==> config.mk <==
export PLATFORM = sky130hd
export DESIGN_NAME = gclk_ctrl
export DESIGN_NICKNAME = d
export VERILOG_FILES = /design/src/rtl/gclk_pkg.sv /design/src/rtl/gclk_regif.sv /design/src/rtl/gclk_slot.sv /design/src/rtl/gclk_ctrl.sv
export SDC_FILE = /design/constraint.sdc
export NUM_CORES = 2
export LEC_CHECK = 0
export ABC_AREA = 1
export BUFFER_PORTS_ARGS = -buffer_cell sky130_fd_sc_hd__buf_2
export CAP_MARGIN = 20
export CELL_PAD_IN_SITES_DETAIL_PLACEMENT = 1
export CELL_PAD_IN_SITES_GLOBAL_PLACEMENT = 2
export CORE_MARGIN = 2
export CORE_UTILIZATION = 39
export CTS_CLUSTER_DIAMETER = 60
export DETAILED_ROUTE_END_ITERATION = 10
export PLACE_DENSITY = 0.94
export SYNTH_ARGS = -nofsm -noshare
export SYNTH_HDL_FRONTEND = slang
export SYNTH_SLANG_ARGS = --single-unit
==> constraint.sdc <==
create_clock -name clk -period 8.23 [get_ports clk]
set_clock_uncertainty 0.2 [all_clocks]
set_input_delay 0.823 -clock clk [delete_from_list [all_inputs] [get_ports clk]]
set_output_delay 0.823 -clock clk [all_outputs]
set_load 0.01 [all_outputs]
==> src/rtl/gclk_pkg.sv <==
package gclk_pkg;
   localparam int REG_W   = 32;
   localparam int ID_LSB  = 0;
   localparam int ID_W    = 6;
   localparam int SRC_LSB = 8;
   localparam int SRC_W   = 3;
   localparam int CMD_BIT = 12;
   localparam int DIV_LSB = 16;
   localparam int DIV_W   = 8;
   localparam int EN_BIT  = 28;

   typedef struct packed {
      logic             en;
      logic [SRC_W-1:0] src;
      logic [DIV_W-1:0] div;
   } slot_cfg_t;
endpackage

==> src/rtl/gclk_regif.sv <==
module gclk_regif
   import gclk_pkg::*;
#(
   parameter int NUM_SLOTS = 64,
   parameter int MIN_ID    = 2
) (
   input  logic                 clk,
   input  logic                 rst_n,
   input  logic                 reg_wr,
   input  logic [REG_W-1:0]     reg_wdata,
   input  slot_cfg_t            cfg [NUM_SLOTS],
   output logic [REG_W-1:0]     reg_rdata,
   output logic [NUM_SLOTS-1:0] commit,
   output slot_cfg_t            new_cfg
);
   logic [ID_W-1:0] sel_id;
   logic [ID_W-1:0] wr_id;
   logic            sel_ok;
   slot_cfg_t       sel_cfg;
   logic            unused_wbits;

   assign wr_id        = reg_wdata[ID_LSB +: ID_W];
   assign new_cfg.en   = reg_wdata[EN_BIT];
   assign new_cfg.src  = reg_wdata[SRC_LSB +: SRC_W];
   assign new_cfg.div  = reg_wdata[DIV_LSB +: DIV_W];
   assign unused_wbits = ^{reg_wdata[31:29], reg_wdata[27:24], reg_wdata[15:13],
                           reg_wdata[11], reg_wdata[7:6]};

   always_ff @(posedge clk) begin
      if (!rst_n) sel_id <= '0;
      else if (reg_wr) sel_id <= wr_id;
   end

   for (genvar i = 0; i < NUM_SLOTS; i++) begin : g_dec
      if (i < MIN_ID) begin : g_bad
         assign commit[i] = 1'b0;
      end else begin : g_ok
         assign commit[i] = reg_wr && reg_wdata[CMD_BIT] && (int'(wr_id) == i);
      end
   end

   always_comb begin
      sel_ok  = 1'b0;
      sel_cfg = '0;
      for (int k = MIN_ID; k < NUM_SLOTS; k++) begin
         if (int'(sel_id) == k) begin
            sel_ok  = 1'b1;
            sel_cfg = cfg[k];
         end
      end
   end

   always_comb begin
      reg_rdata = '0;
      if (sel_ok) begin
         reg_rdata[ID_LSB +: ID_W]   = sel_id;
         reg_rdata[SRC_LSB +: SRC_W] = sel_cfg.src;
         reg_rdata[DIV_LSB +: DIV_W] = sel_cfg.div;
         reg_rdata[EN_BIT]           = sel_cfg.en;
      end
   end


   id_latch_chk: assert property (@(posedge clk) disable iff (!rst_n)
      reg_wr |=> (sel_id == $past(wr_id)));

   bad_id_zero_chk: assert property (@(posedge clk) disable iff (!rst_n)
      (int'(sel_id) < MIN_ID) |-> (reg_rdata == '0));
endmodule

==> src/rtl/gclk_slot.sv <==
module gclk_slot
   import gclk_pkg::*;
#(
   parameter int NUM_SRC = 6
) (
   input  logic               clk,
   input  logic               rst_n,
   input  logic               commit,
   input  slot_cfg_t          new_cfg,
   input  logic [NUM_SRC-1:0] src_stb,
   output slot_cfg_t          cfg,
   output logic               out_stb
);
   logic [DIV_W-1:0] cnt;
   logic             src_hit;
   logic             wrap;

   always_comb begin
      src_hit = 1'b0;
      for (int k = 0; k < NUM_SRC; k++)
         if (int'(cfg.src) == k) src_hit = src_stb[k];
   end

   assign wrap    = cfg.en && src_hit && (cnt == cfg.div);
   assign out_stb = wrap;

   always_ff @(posedge clk) begin
      if (!rst_n) begin
         cfg <= '0;
         cnt <= '0;
      end else begin
         if (commit) begin
            cfg.en <= new_cfg.en;
            if (!cfg.en) begin
               cfg.src <= new_cfg.src;
               cfg.div <= new_cfg.div;
            end
         end
         if (!cfg.en || wrap) cnt <= '0;
         else if (src_hit)    cnt <= cnt + 1'b1;
      end
   end


   cnt_range_chk: assert property (@(posedge clk) disable iff (!rst_n)
      cfg.en |-> (cnt <= cfg.div));

   run_frozen_chk: assert property (@(posedge clk) disable iff (!rst_n)
      (cfg.en && $past(cfg.en)) |-> ($stable(cfg.src) && $stable(cfg.div)));

   stop_quiet_chk: assert property (@(posedge clk) disable iff (!rst_n)
      (commit && !new_cfg.en) |=> !out_stb);
endmodule

==> src/rtl/gclk_ctrl.sv <==
module gclk_ctrl
   import gclk_pkg::*;
#(
   parameter int NUM_SLOTS = 64,
   parameter int NUM_SRC   = 6,
   parameter int MIN_ID    = 2
) (
   input  logic                 clk,
   input  logic                 rst_n,
   input  logic                 reg_wr,
   input  logic [REG_W-1:0]     reg_wdata,
   output logic [REG_W-1:0]     reg_rdata,
   input  logic [NUM_SRC-1:0]   src_stb,
   output logic [NUM_SLOTS-1:0] gclk_stb
);
   if (NUM_SLOTS > (1 << ID_W) || NUM_SLOTS <= MIN_ID) begin : g_slots_bad
      $error("NUM_SLOTS out of range");
   end
   if (NUM_SRC < 1 || NUM_SRC > (1 << SRC_W)) begin : g_src_bad
      $error("NUM_SRC out of range");
   end

   slot_cfg_t            cfg [NUM_SLOTS];
   slot_cfg_t            new_cfg;
   logic [NUM_SLOTS-1:0] commit;

   gclk_regif #(.NUM_SLOTS(NUM_SLOTS), .MIN_ID(MIN_ID)) u_regif (
      .clk(clk), .rst_n(rst_n), .reg_wr(reg_wr), .reg_wdata(reg_wdata),
      .cfg(cfg), .reg_rdata(reg_rdata), .commit(commit), .new_cfg(new_cfg)
   );

   for (genvar i = 0; i < NUM_SLOTS; i++) begin : g_slot
      if (i < MIN_ID) begin : g_none
         assign cfg[i]      = '0;
         assign gclk_stb[i] = 1'b0;
      end else begin : g_live
         gclk_slot #(.NUM_SRC(NUM_SRC)) u_slot (
            .clk(clk), .rst_n(rst_n), .commit(commit[i]), .new_cfg(new_cfg),
            .src_stb(src_stb), .cfg(cfg[i]), .out_stb(gclk_stb[i])
         );
      end
   end


   bad_slot_idle_chk: assert property (@(posedge clk) disable iff (!rst_n)
      gclk_stb[MIN_ID-1:0] == '0);
endmodule

==> reports/metrics.cfg <==
[sta]
period_needed_ps = 7850
setup_tns_ps = 0
setup-violations-final = 0
drv_slew = 0
grt_setup_unrepaired = false
fin_crit_sh_pct = 95.4
worstMarginPinSlew_ps = 1140
slew_headroom_pct = 24.0
finalHoldViolations = 0
fmax_mhz = 127

[cts]
cts.htree.levels = 4
post_cts_buffers = 0
cts_tree = done
cts_root_buffer = clkbuf_16
cts_hold_buf = 0
clockBufferDepth = 3
clk_pin_slew_ps = 70
cts_num_sinks = 1246
numCtsBuffers = 153
clkLatencyLatePin_ps = 790

[synth]
synth_area_sq_mm = 0.0633
synth-warning-count = 0
synth_ff_type = dfxtp_1
synthArstFlopShare_pct = 0
synth_cell_types = 45
synth-edff-count = 0
synth.top_cell.area_share_pct = 39.4
syn_area_per_cell_sq_um = 6.90
yosysSeqAreaShare_pct = 39.4
ys_seq_elements = 1246
synthTopCellsByArea = dfxtp_1 39%, a21oi_1 11%, nand2_1 9.8%
synth_top_cell_by_area = dfxtp_1
synth_cells = 9181

[global_route]
grt_pass1_wl_microns = 373000
grt_antenna_before_repair = 12
track_usage_pct = 28.7
grt_start_max_net_pins = 158
grt_overflow = 0
grt_pass1_vias = 64400

[final_layout]
layout.cells.most_common = nand2_1
drive_above_1_share_pct = 5.69
final_cell_mix = 1,649 x nand2_1, 1,398 x a21oi_1, 1,256 x inv_1, 1,244 x dfxtp_1, 936 x o21ai_0
fin_nets = 9158
utilization_pct = 43.7
areaGrowthSynthToFinish_pct = 11.0

[critical_path]
cpPeakStageDelay_ps = 460
cp-start-kind = flip-flop
worstSetupPathType = flip-flop to output pin
critPathMaxFanout = 12
crit_path_frequent_cell = nand2_1
cp_slowest_cell = dfxtp_1
r2r_slack_ps = 5190
worstPathArrival_ps = 6830
cp-end-kind = output pin
required_ps = 7210

[power]
p_int_mw = 10.3
vdd_ir_drop_max_mv = 0.213
power.density_mw_per_mm2 = 196
p_switching_mw = 3.42
power_mw = 13.8
p_comb_share_pct = 5.4
p_leak_nw = 23.9
pwr-share-clk_pct = 50.5
power_frac_seq_pct = 44.1
netSwitchingFraction_pct = 24.8

[drt]
wl_met3_microns = 15000
avgRoutedWirePerCell_microns = 21.4
top_layer_used = met5
first_pass_iters = 5
wl_microns = 242000
vias = 64400
drt-met1-wl_microns = 106000
route.met2.wl_microns = 112000
antenna_left = 0
viasPerCell = 5.68
drc = 0
drtIter0Drc = 4809

[floorplanning]
ios = 137
dieArea_sq_mm = 0.166
die_w_microns = 407
rows = 147
dieHeight_microns = 407
initial_core_util_pct = 39.4
core-area_sq_mm = 0.161

[place]
gp_congestion = 0.916
portBuffers = 107
dp_hpwl_microns = 170000

[job]
drv_cap = 0

[min_path]
hold_path.class = input port to flip-flop

[run_status]
outcome = finished, final reports clean

cells by family (layout without fill, tap and decap cells):
kind of cell | after synthesis | after routing | share of synthesized area (%)
AND/OR/NAND/NOR | 3125 | 3125 | 21.8
AO/OA/AOI/OAI | 2855 | 2855 | 24.7
buffers and inverters | 1753 | 1729 | 10.9
flip-flops | 1246 | 1246 | 39.4
XOR/XNOR | 139 | 139 | 1.92
adder cells (fa/ha/maj) | 62 | 62 | 1.22
other | 1 | 24 | 0.00592
what timing repair did:
action / CTS / global route
resized for setup: 0 / 5
endpoints found under the setup margin: 0 / 4
hold endpoints to repair: 0 / 0
state kept, by name, summed over array words and instances, names as in the netlist:
register                  flops
g_slot.g_live.u_slot.cfg    744
u_regif.sel_id                6
g_slot.g_live.u_slot.cnt    496
cells in the mapped netlist (5+ instances only):
| cell | count |
|---|---|
| ha_1 | 62 |
| o2111ai_1 | 96 |
| dfxtp_1 | 1246 |
| o22ai_1 | 131 |
| nand3_1 | 235 |
| o221ai_1 | 12 |
| nor4_1 | 61 |
| inv_1 | 1256 |
| nand4_1 | 181 |
| buf_2 | 5 |
| xor2_1 | 61 |
| a221oi_1 | 78 |
| or2_2 | 66 |
| nor3_1 | 300 |
| a21oi_1 | 1398 |
| o211ai_1 | 47 |
| o21bai_1 | 100 |
| inv_2 | 13 |
| clkbuf_1 | 380 |
| o21ai_0 | 936 |
| buf_4 | 82 |
| xnor2_1 | 78 |
| nand3b_1 | 47 |
| nor3b_1 | 103 |
| and3_1 | 5 |
| nor2_1 | 465 |
| a211oi_1 | 21 |
| nand2_1 | 1649 |
| o21a_1 | 26 |
| buf_1 | 12 |
area by class of cell:
class / instances / area, sq um
tap: 2160 / 2700
antenna: 8 / 20.0
inverter: 1272 / 4780
clock buffer: 224 / 4440
sequential: 1246 / 24900
fill: 20600 / 90600
timing repair buffer: 185 / 1210
clock inverter: 48 / 638
multi-input combinational: 6197 / 31600
final timing paths:
path                                   startpoint                              end  depth (start not counted)
hold / removal                       reg_wdata[2]                u_regif.sel_id[2]                          3
hold reg to reg   g_slot[14].g_live.u_slot.cnt[7]  g_slot[14].g_live.u_slot.cnt[7]                          1
setup reg to reg  g_slot[34].g_live.u_slot.cfg[8]  g_slot[34].g_live.u_slot.cnt[7]                         11
setup / recovery                u_regif.sel_id[1]                    reg_rdata[19]                         38
power by group through the flow:
stage / registers, mW / clock network [mW] / logic (mW)
global route: 6.07 / 7.27 / 0.787
finish: 6.07 / 6.96 / 0.740
global placement: 6.20 / 0 / 0.699
detailed placement: 6.20 / 0 / 0.716
floorplan: 6.19 / 0 / 0.413
CTS: 6.07 / 7.04 / 0.720
metal layers:
metal	global-route usage (%)	vias to the layer above
li1	-	30600
met1	37.3	31500
met2	47.7	1738
met3	4.31	495
met4	10.7	4
met5	0	-
per-stage QoR:
step                      cell area [sq um]  setup slack [ps]  hold slack [ps]  cells
after floorplan                       63400              4040              227   9196
final                                 70300               380              128  11300
after detailed placement              65200              1270              259  11100
after CTS                             70300               384             99.4  11300
after global placement                65200              1360              240  11100
after global routing                  70300              41.5              123  11300
critical path, delay by kind of cell (launching register included):
| family | cells | cell delay, ps |
|---|---|---|
| AND/OR/NAND/NOR | 34 | 5000 |
| buffers and inverters | 2 | 180 |
| AO/OA/AOI/OAI | 2 | 410 |
| flip-flops | 1 | 460 |
Power figures use the tool's default switching activity.
